===== config.mk =====
export PLATFORM = sky130hd
export DESIGN_NAME = fcmd_engine
export DESIGN_NICKNAME = d
export VERILOG_FILES = /design/src/rtl/fcmd_pkg.sv /design/src/rtl/fcmd_tick.sv /design/src/rtl/fcmd_txsel.sv /design/src/rtl/fcmd_rxcap.sv /design/src/rtl/fcmd_engine.sv
export SDC_FILE = /design/constraint.sdc
export NUM_CORES = 1
export LEC_CHECK = 0
export BUFFER_PORTS_ARGS = -buffer_cell sky130_fd_sc_hd__buf_4
export CAP_MARGIN = 5
export CORE_MARGIN = 10
export CORE_UTILIZATION = 30
export DETAILED_ROUTE_END_ITERATION = 8
export PLACE_DENSITY_LB_ADDON = 0.08
export SYNTH_ARGS = -nofsm -noshare
export SYNTH_HDL_FRONTEND = slang
export SYNTH_SLANG_ARGS = --single-unit

===== constraint.sdc =====
create_clock -name clk -period 6.6 [get_ports clk]
set_input_delay 1.32 -clock clk [delete_from_list [all_inputs] [get_ports clk]]
set_output_delay 1.32 -clock clk [all_outputs]
set_load 0.1 [all_outputs]

===== src/rtl/fcmd_pkg.sv =====
package fcmd_pkg;
    timeunit 1ns;
    timeprecision 100ps;

    // Bit counter width: 8 opcode + 32 address + 31 dummy + 64 + 64 data < 256
    localparam int BIT_W = 8;

    typedef enum logic [2:0] {
        SEL_CTRL = 3'd0,
        SEL_ADDR = 3'd1,
        SEL_WLO  = 3'd2,
        SEL_WHI  = 3'd3,
        SEL_RLO  = 3'd4,
        SEL_RHI  = 3'd5
    } reg_sel_e;

    typedef struct packed {
        logic [7:0] opcode;
        logic       rd_en;
        logic [2:0] rd_m1;
        logic       addr_en;
        logic [1:0] addr_m1;
        logic       wr_en;
        logic [2:0] wr_m1;
        logic [4:0] dummy;
    } cmd_t;

    // Bit index at which each phase begins, and the frame length
    typedef struct packed {
        logic [BIT_W-1:0] dmy_s;
        logic [BIT_W-1:0] wr_s;
        logic [BIT_W-1:0] rd_s;
        logic [BIT_W-1:0] total;
    } layout_t;

    function automatic cmd_t unpack_cmd(input logic [31:0] w);
        cmd_t c;
        c.opcode  = w[31:24];
        c.rd_en   = w[23];
        c.rd_m1   = w[22:20];
        c.addr_en = w[19];
        c.addr_m1 = w[17:16];
        c.wr_en   = w[15];
        c.wr_m1   = w[14:12];
        c.dummy   = w[11:7];
        return c;
    endfunction

    function automatic logic [31:0] pack_cmd(input cmd_t c);
        return {c.opcode, c.rd_en, c.rd_m1, c.addr_en, 1'b0, c.addr_m1,
                c.wr_en, c.wr_m1, c.dummy, 7'b0};
    endfunction

    function automatic logic [BIT_W-1:0] byte_bits(input logic en, input logic [2:0] m1);
        return en ? ((BIT_W'(m1) + BIT_W'(1)) << 3) : '0;
    endfunction

    function automatic layout_t plan_frame(input cmd_t c);
        layout_t l;
        l.dmy_s = BIT_W'(8) + byte_bits(c.addr_en, {1'b0, c.addr_m1});
        l.wr_s  = l.dmy_s + BIT_W'(c.dummy);
        l.rd_s  = l.wr_s + byte_bits(c.wr_en, c.wr_m1);
        l.total = l.rd_s + byte_bits(c.rd_en, c.rd_m1);
        return l;
    endfunction
endpackage


===== src/rtl/fcmd_tick.sv =====
module fcmd_tick #(
    parameter int HALF = 2
) (
    input  logic clk,
    input  logic rst,
    input  logic en,
    output logic tick
);
    timeunit 1ns;
    timeprecision 100ps;

    localparam int CW = (HALF > 1) ? $clog2(HALF) : 1;
    localparam logic [CW-1:0] LAST = CW'(HALF - 1);

    logic [CW-1:0] cnt;

    always_ff @(posedge clk) begin
        if (rst || !en)
            cnt <= '0;
        else if (cnt == LAST)
            cnt <= '0;
        else
            cnt <= cnt + CW'(1);
    end

    assign tick = en && (cnt == LAST);
endmodule


===== src/rtl/fcmd_txsel.sv =====
module fcmd_txsel
    import fcmd_pkg::*;
(
    input  logic [7:0]       opcode,
    input  logic [1:0]       addr_m1,
    input  layout_t          lay,
    input  logic [31:0]      addr,
    input  logic [63:0]      wdata,
    input  logic [BIT_W-1:0] idx,
    output logic             bit_o
);
    timeunit 1ns;
    timeprecision 100ps;

    logic [BIT_W-1:0] rel;

    always_comb begin
        rel   = '0;
        bit_o = 1'b0;
        if (idx < BIT_W'(8)) begin
            rel   = idx ^ BIT_W'(7);
            bit_o = |(opcode & (8'h01 << rel));
        end else if (idx < lay.dmy_s) begin
            // most significant sent address byte first
            rel   = BIT_W'({addr_m1, 3'b111}) - (idx - BIT_W'(8));
            bit_o = |(addr & (32'h1 << rel));
        end else if (idx < lay.wr_s) begin
            bit_o = 1'b0;
        end else if (idx < lay.rd_s) begin
            rel   = (idx - lay.wr_s) ^ BIT_W'(7);
            bit_o = |(wdata & (64'h1 << rel));
        end else if (idx < lay.total) begin
            bit_o = 1'b0;
        end
    end
endmodule


===== src/rtl/fcmd_rxcap.sv =====
module fcmd_rxcap #(
    parameter int DW = 64,
    parameter int PW = 8
) (
    input  logic          clk,
    input  logic          rst,
    input  logic          clear,
    input  logic          sample,
    input  logic [PW-1:0] pos,
    input  logic          din,
    output logic [DW-1:0] data
);
    timeunit 1ns;
    timeprecision 100ps;

    for (genvar i = 0; i < DW; i++) begin : g_bit
        always_ff @(posedge clk) begin
            if (rst || clear)
                data[i] <= 1'b0;
            else if (sample && (pos == PW'(i)))
                data[i] <= din;
        end
    end
endmodule


===== src/rtl/fcmd_engine.sv =====
module fcmd_engine
    import fcmd_pkg::*;
#(
    parameter int SCLK_HALF = 2
) (
    input  logic        clk,
    input  logic        rst,
    input  logic        reg_wr,
    input  logic [2:0]  reg_sel,
    input  logic [31:0] reg_wdata,
    input  logic [2:0]  rd_sel,
    output logic [31:0] reg_rdata,
    output logic        spi_sclk,
    output logic        spi_cs_n,
    output logic        spi_mosi,
    input  logic        spi_miso
);
    timeunit 1ns;
    timeprecision 100ps;

    localparam int DATA_W = 64;

    cmd_t             cmd_q;
    layout_t          lay;
    logic             exec_q, busy_q, sclk_q, cs_n_q;
    logic [31:0]      addr_q, wlo_q, whi_q;
    logic [BIT_W-1:0] bit_q, rd_pos;
    logic             tick, tx_bit, cfg_wr, accept, sample, in_rd, last_bit;
    logic [DATA_W-1:0] rdata;

    assign cfg_wr   = reg_wr && !busy_q;
    assign accept   = cfg_wr && (reg_sel == SEL_CTRL) && reg_wdata[0];
    assign lay      = plan_frame(cmd_q);
    assign last_bit = (bit_q == lay.total - BIT_W'(1));
    assign sample   = busy_q && tick && !sclk_q;
    assign in_rd    = cmd_q.rd_en && (bit_q >= lay.rd_s);
    assign rd_pos   = (bit_q - lay.rd_s) ^ BIT_W'(7);

    fcmd_tick #(.HALF(SCLK_HALF)) u_tick (
        .clk  (clk),
        .rst  (rst),
        .en   (busy_q),
        .tick (tick)
    );

    fcmd_txsel u_tx (
        .opcode  (cmd_q.opcode),
        .addr_m1 (cmd_q.addr_m1),
        .lay     (lay),
        .addr    (addr_q),
        .wdata   ({whi_q, wlo_q}),
        .idx     (bit_q),
        .bit_o   (tx_bit)
    );

    fcmd_rxcap #(.DW(DATA_W), .PW(BIT_W)) u_rx (
        .clk    (clk),
        .rst    (rst),
        .clear  (accept),
        .sample (sample && in_rd),
        .pos    (rd_pos),
        .din    (spi_miso),
        .data   (rdata)
    );

    // configuration registers, frozen while a frame runs
    always_ff @(posedge clk) begin
        if (rst) begin
            cmd_q  <= '0;
            addr_q <= '0;
            wlo_q  <= '0;
            whi_q  <= '0;
            exec_q <= 1'b0;
        end else begin
            exec_q <= accept;
            if (cfg_wr) begin
                case (reg_sel_e'(reg_sel))
                    SEL_CTRL: cmd_q  <= unpack_cmd(reg_wdata);
                    SEL_ADDR: addr_q <= reg_wdata;
                    SEL_WLO:  wlo_q  <= reg_wdata;
                    SEL_WHI:  whi_q  <= reg_wdata;
                    default:  ;
                endcase
            end
        end
    end

    // frame sequencer: low half then high half per bit
    always_ff @(posedge clk) begin
        if (rst) begin
            busy_q <= 1'b0;
            sclk_q <= 1'b0;
            cs_n_q <= 1'b1;
            bit_q  <= '0;
        end else if (accept) begin
            busy_q <= 1'b1;
            sclk_q <= 1'b0;
            cs_n_q <= 1'b0;
            bit_q  <= '0;
        end else if (busy_q && tick) begin
            if (!sclk_q) begin
                sclk_q <= 1'b1;
            end else begin
                sclk_q <= 1'b0;
                if (last_bit) begin
                    busy_q <= 1'b0;
                    cs_n_q <= 1'b1;
                end else begin
                    bit_q <= bit_q + BIT_W'(1);
                end
            end
        end
    end

    always_comb begin
        case (reg_sel_e'(rd_sel))
            SEL_CTRL: reg_rdata = pack_cmd(cmd_q) | {30'b0, busy_q, exec_q};
            SEL_ADDR: reg_rdata = addr_q;
            SEL_WLO:  reg_rdata = wlo_q;
            SEL_WHI:  reg_rdata = whi_q;
            SEL_RLO:  reg_rdata = rdata[31:0];
            SEL_RHI:  reg_rdata = rdata[63:32];
            default:  reg_rdata = '0;
        endcase
    end

    assign spi_sclk = sclk_q;
    assign spi_cs_n = cs_n_q;
    assign spi_mosi = !cs_n_q && tx_bit;
endmodule


### Word-level counts from Yosys, hierarchy flattened

Index checks and enable logic that the tools add are counted.
Widths: inputs -> output; s select.

| word-level totals | value |
|---|---|
| input port bits | 42 |
| logic and storage cells | 295 |
| register bits | 197 |
| output and inout bits | 35 |

| operators by class | value |
|---|---|
| bitwise operators | 8 |
| muxes and demuxes | 17 |
| equality and inequality tests | 72 |
| order comparisons | 5 |
| shifts and indexed selects | 3 |
| add/subtract/negate cells | 14 |
| reductions and logical operators | 95 |

Operators with widths:

| kind | count |
|---|---|
| $eq 8x6->1 const B | 32 |
| $pmux 32 s6 | 1 |
| $eq 8x5->1 const B | 16 |
| $logic_and 1x1->1 | 73 |
| $and 64x64->64 | 1 |
| $eq 8x4->1 const B | 8 |
| $reduce_or 64->1 | 1 |
| $shl 1x8->64 const A | 1 |
| $and 32x32->32 | 1 |
| $eq 8x3->1 const B | 4 |
| $or 32x2->32 | 1 |
| $reduce_or 32->1 | 1 |
| $shl 1x8->32 const A | 1 |
| $add 8x7->8 | 2 |
| $eq 8x2->1 const B | 2 |
| $lt 8x8->1 | 2 |
| $sub 8x8->8 | 2 |
| $mux 7 | 2 |
| $mux 1 | 13 |
| $eq 3x2->1 const B | 4 |
| $not 3->3 | 3 |
| $add 3x1->4 const B | 2 |
| $add 7x5->8 | 1 |
| $add 8x1->8 const B | 1 |
| 26 further kinds | 39 |

### Longest topological paths before layout

| depth | value |
|---|---|
| depth after elaboration | 14 |
| mapped depth | 23 |
| gate-level depth less buffers | 22 |

### Modules after synthesis

From an unflattened synthesis, not the netlist that was laid out.

| unflattened totals | value |
|---|---|
| cells, all modules | 1463 |
| area total of the unflattened synthesis | 11467.2 µm² |

By module, submodules not included:

| module | seq. area each (µm²) | instances | cells each | area an instance (µm²) |
|---|---|---|---|---|
| fcmd_engine | 2642.5 | 1 | 884 | 6732.7 |
| fcmd_rxcap | 1281.2 | 1 | 302 | 2783.9 |
| fcmd_txsel | 0.0 | 1 | 274 | 1910.6 |
| fcmd_tick | 20.0 | 1 | 3 | 40.0 |

### Worst setup path before layout

Ideal clock, no wire load.

| timing path | value |
|---|---|
| kind | register to output |
| start point | register cmd_q[9] (netlist name) |
| end point | output spi_mosi |
| buffers on the path | 0 |
| data arrival time | 6.702 ns |
| required time | 5.280 ns |
| setup slack | -1.422 ns |
| stages on the path, launching flop included | 17 |
| cell sequence | dfxtp_1 > ha_1 > and2_1 > ha_1 > inv_1 > fa_1 > fa_1 > inv_1 > a21oi_1 > maj3_2 > a211oi_4 > ha_1 > nand4_1 > o22ai_1 > nor3_1 > o211ai_1 > o41ai_1 |

| on the way | value |
|---|---|
| cells in the longest elaborated chain, start to end | 13 |
| elaborated cells on any way between the ends | 21 |
| those cells by class | add/sub: 6; order compare: 3; shift: 2; mux: 5; bitwise: 2; reduce/logical: 3 |

RTL lines:

| what | RTL line | RTL |
|---|---|---|
| start, declared | fcmd_engine.sv:23 | `cmd_t cmd_q;` |
| start signal, assigned | fcmd_engine.sv:78 | `SEL_CTRL: cmd_q <= unpack_cmd(reg_wdata);` |
| $add 2x1->3 | fcmd_pkg.sv:55 | `return en ? ((BIT_W'(m1) + BIT_W'(1)) << 3) : '0;` |
| $mux 6 | fcmd_pkg.sv:55 |  |
| $add 4x6->7 | fcmd_pkg.sv:60 | `l.dmy_s = BIT_W'(8) + byte_bits(c.addr_en, {1'b0, c.addr_m1});` |
| $add 7x5->8 | fcmd_pkg.sv:61 | `l.wr_s = l.dmy_s + BIT_W'(c.dummy);` |
| $sub 8x8->8 | fcmd_txsel.sv:30 | `rel = (idx - lay.wr_s) ^ BIT_W'(7);` |
| $shl 1x8->64 | fcmd_txsel.sv:31 | `bit_o = \|(wdata & (64'h1 << rel));` |
| $and 64x64->64 | fcmd_txsel.sv:31 |  |
| $reduce_or 64->1 | fcmd_txsel.sv:31 |  |
| $mux 1 | fcmd_txsel.sv:29 | `end else if (idx < lay.rd_s) begin` |
| $mux 1 | fcmd_txsel.sv:27 | `end else if (idx < lay.wr_s) begin` |
| $mux 1 * | fcmd_txsel.sv:23 | `end else if (idx < lay.dmy_s) begin` |
| $mux 1 * | fcmd_txsel.sv:20 | `if (idx < BIT_W'(8)) begin` |
| $logic_and 1x1->1 * | fcmd_engine.sv:129 | `assign spi_mosi = !cs_n_q && tx_bit;` |
| end, declared | fcmd_engine.sv:15 | `output logic spi_mosi,` |

Mark *: on every way between the ends. The rest lies on a longest branch, timed or not.

### Worst setup path in the final report

Same ends and word-level chain as after synthesis.

==> impl_metrics.py <==
metrics = {
    "synthesis": {
        "synth.area.top_cells": "dfxtp_1 34%, nand2_1 12%, mux2i_1 7.3%, a21oi_1 6.3%, a22oi_1 5.4%",
        "ys.flop_type": "dfxtp_1",
        "syn_area_per_cell_um2": 7.78,
        "ys_ff_latch": 197,
        "yosysTopAreaCellShare_pct": 34.4,
        "yosys.area.top_type": "dfxtp_1",
        "synth_edf_count": 0,
        "synth.most_common_cell": "nand2_1",
        "synth_common_cells": "360 x nand2_1, 197 x dfxtp_1, 143 x a21oi_1",
        "ys_seq_area_share_pct": 34.4,
        "netlist_instances": 1471,
        "ys_types": 82,
        "synth-warning-count": 0,
        "syn_nets": 1556,
        "synth-async-reset-ratio_pct": 0,
        "synth_area_um2": 11400,
    },
    "power_and_ir_drop": {
        "pwr_density_cell_nw_per_um2": 199,
        "ir_drop_mv": 0.182,
        "p_leak_nw": 4.84,
    },
    "timing": {
        "setup_viol": 0,
        "fin_crit_sh_pct": 96.8,
        "rsz0062_at_grt": "no",
        "hold_viol_final": 0,
        "skew_ps": 16.9,
        "clock.fmax_mhz": 156,
        "finalSetupTns_ps": 0,
        "maxSlewHeadroom_pct": 29.8,
        "final.hold.worst_slack_ps": 447,
        "worst_pin_slew_ps": 1050,
        "maxSlewViolCount": 0,
        "fin_crit_ps": 6390,
    },
    "finish": {
        "diodes": 0,
        "nets": 1568,
        "drive_gt1_share_pct": 12.4,
        "area_growth_pct": 13.9,
    },
    "die": {
        "coreArea_um2": 37700,
        "fp.dieW_um": 215,
        "dieArea_um2": 46400,
        "die_h_um": 215,
        "start_util_pct": 30.4,
        "rows": 71,
        "io_pins": 77,
    },
    "placement": {
        "io_buffers": 76,
        "dpl.hpwl_mm": 36.1,
        "gp_congestion": 0.907,
    },
    "global_routing": {
        "grt_pass1_wl_mm": 73.0,
        "use_met1_pct": 31.1,
        "grt_usage_pct": 21.0,
        "grt_max_degree": 66,
        "use_met3_pct": 2.79,
        "gr-total-overflow": 0,
        "antenna_found_initial": 0,
        "top_usage_layer": "met2",
        "grt_pass1_vias": 10200,
        "grt_util_met2_pct": 31.6,
    },
    "clock_network": {
        "tritoncts": "done",
        "htreeDepth": 4,
        "clockRootBuffer": "clkbuf_16",
        "clk_pin_slew_ps": 70,
        "clkLatencyLatePin_ps": 460,
        "cts_buffers": 17,
        "cts.sinks": 197,
        "postCtsSetupBuffers": 0,
        "cts_buffer_depth": 2,
    },
    "routing": {
        "via_per_inst": 5.49,
        "drt-wirelength-per-cell_um": 25.1,
        "drtIter0Drc": 1174,
        "totalWireLength_mm": 50.2,
        "firstDrtPassIters": 5,
        "drc_errors": 0,
        "route.vias.total": 11000,
        "ant_nets": 0,
    },
    "setup_path": {
        "crit_path_max_fanout": 14,
        "required_ps": 5280,
        "critPathCaptureType": "output pin",
        "crit_path_start_kind": "flop",
        "crit_type": "flop to output pin",
        "cp.arrival_ps": 5070,
    },
    "flow_run": {
        "cap_violations": 0,
    },
    "status": {
        "status": "finished clean",
    },
    "min_path": {
        "hold_path.class": "flop to flop",
    },
}
==> cells by family after synthesis <==
family | count (synthesis) | share of synthesized area [%]
AO/OA/AOI/OAI | 330 | 18.7
AND/OR/NAND/NOR | 619 | 24.6
buffers and inverters | 152 | 5.37
flip-flops | 197 | 34.4
multiplexers | 97 | 9.12
XOR/XNOR | 31 | 2.54
adder cells (fa/ha/maj) | 45 | 5.21
==> registers in the layout, indices dropped and copies added, names as in the netlist, 8 cells and up <==
register and count:
u_rx.data 64, wlo_q 32, cmd_q 24, bit_q 8, addr_q 32, whi_q 32
==> worst max-delay path, cell delays in order, from the launching register on <==
cell and delay, ps:
dfxtp_1 420, ha_1 280, and2_1 170, ha_1 300, inv_1 100, fa_1 500
ha_1 460, inv_1 110, o21ai_1 130, nor2b_4 410, mux2_1 370, a32oi_1 220
o221ai_1 160, nor4_1 470, buf_4 210, o41ai_4 90, buf_6 220
==> metrics by stage <==
| step | cell area (um2) | std cells | power, mW | util (%) | worst slack (ps) |
|---|---|---|---|---|---|
| after detailed placement | 12500 | 1975 | 1.57 | 33.1 | 659 |
| after floorplan | 11500 | 1471 | 1.43 | - | 502 |
| after CTS | 13000 | 2005 | 2.61 | 34.6 | 167 |
| final | 13000 | 2005 | 2.60 | 34.6 | 209 |
| after global routing | 13000 | 2005 | 2.69 | 34.6 | 5.83 |
| after global placement | 12500 | 1975 | 1.57 | 33.1 | 695 |
==> final cells by class <==
| type | count | area (um2) |
|---|---|---|
| flip-flops and latches | 197 | 3940 |
| well taps | 511 | 639 |
| clock buffers | 20 | 457 |
| fillers | 4041 | 24600 |
| inverters | 42 | 158 |
| multi-input cells | 1122 | 6970 |
| clock inverters | 10 | 98.8 |
| repair buffers | 103 | 777 |
==> layout by cell type (no fill, tap or decap), drive strengths merged, types with 6 or more instances in the layout <==
cell type  count
a21o          10
a21oi        146
a221o          6
a22oi         82
a31oi          6
and2           7
buf          103
clkbuf        20
dfxtp        197
ha            38
inv           45
mux2           9
mux2i         83
nand2        360
nand2b        11
nand3         73
nand4         13
nor2          55
nor2b         10
nor3          23
nor3b         12
nor4          27
o21ai         28
or3            6
xnor2         19
xor2          12
==> repair_timing <==
action,CTS,global route
hold buffers,0,0
gates resized for setup,0,1
endpoints found under the setup margin,0,1
==> final timing paths <==
kind / start / endpoint / slack, ps / cells past startpoint
setup / recovery: cmd_q[9]$_SDFFE_PP0P_ / spi_mosi / 210 / 16
hold / removal: u_tick.cnt$_SDFF_PP0_ / u_tick.cnt$_SDFF_PP0_ / 450 / 1
setup reg to reg: cmd_q[9]$_SDFFE_PP0P_ / u_rx.data[33]$_SDFFE_PP0P_ / 990 / 17
hold reg to reg: u_tick.cnt$_SDFF_PP0_ / u_tick.cnt$_SDFF_PP0_ / 450 / 1
==> where the power goes <==
group | internal (mW) | switching, mW | total, mW
combinational | 0.0866 | 0.232 | 0.318
sequential | 1.20 | 0.0216 | 1.22
clock | 0.541 | 0.517 | 1.06
==> layer usage <==
| layer | part of all wire (%) | wire (um) | vias to the layer above |
|---|---|---|---|
| li1 | - | - | 5203 |
| met1 | 49 | 24600 | 5414 |
| met2 | 44 | 22100 | 357 |
| met3 | 5.9 | 2960 | 26 |
| met4 | 1.1 | 571 | 0 |
| met5 | 0 | 0 | - |
No activity file was read; power rests on OpenSTA's default activity.
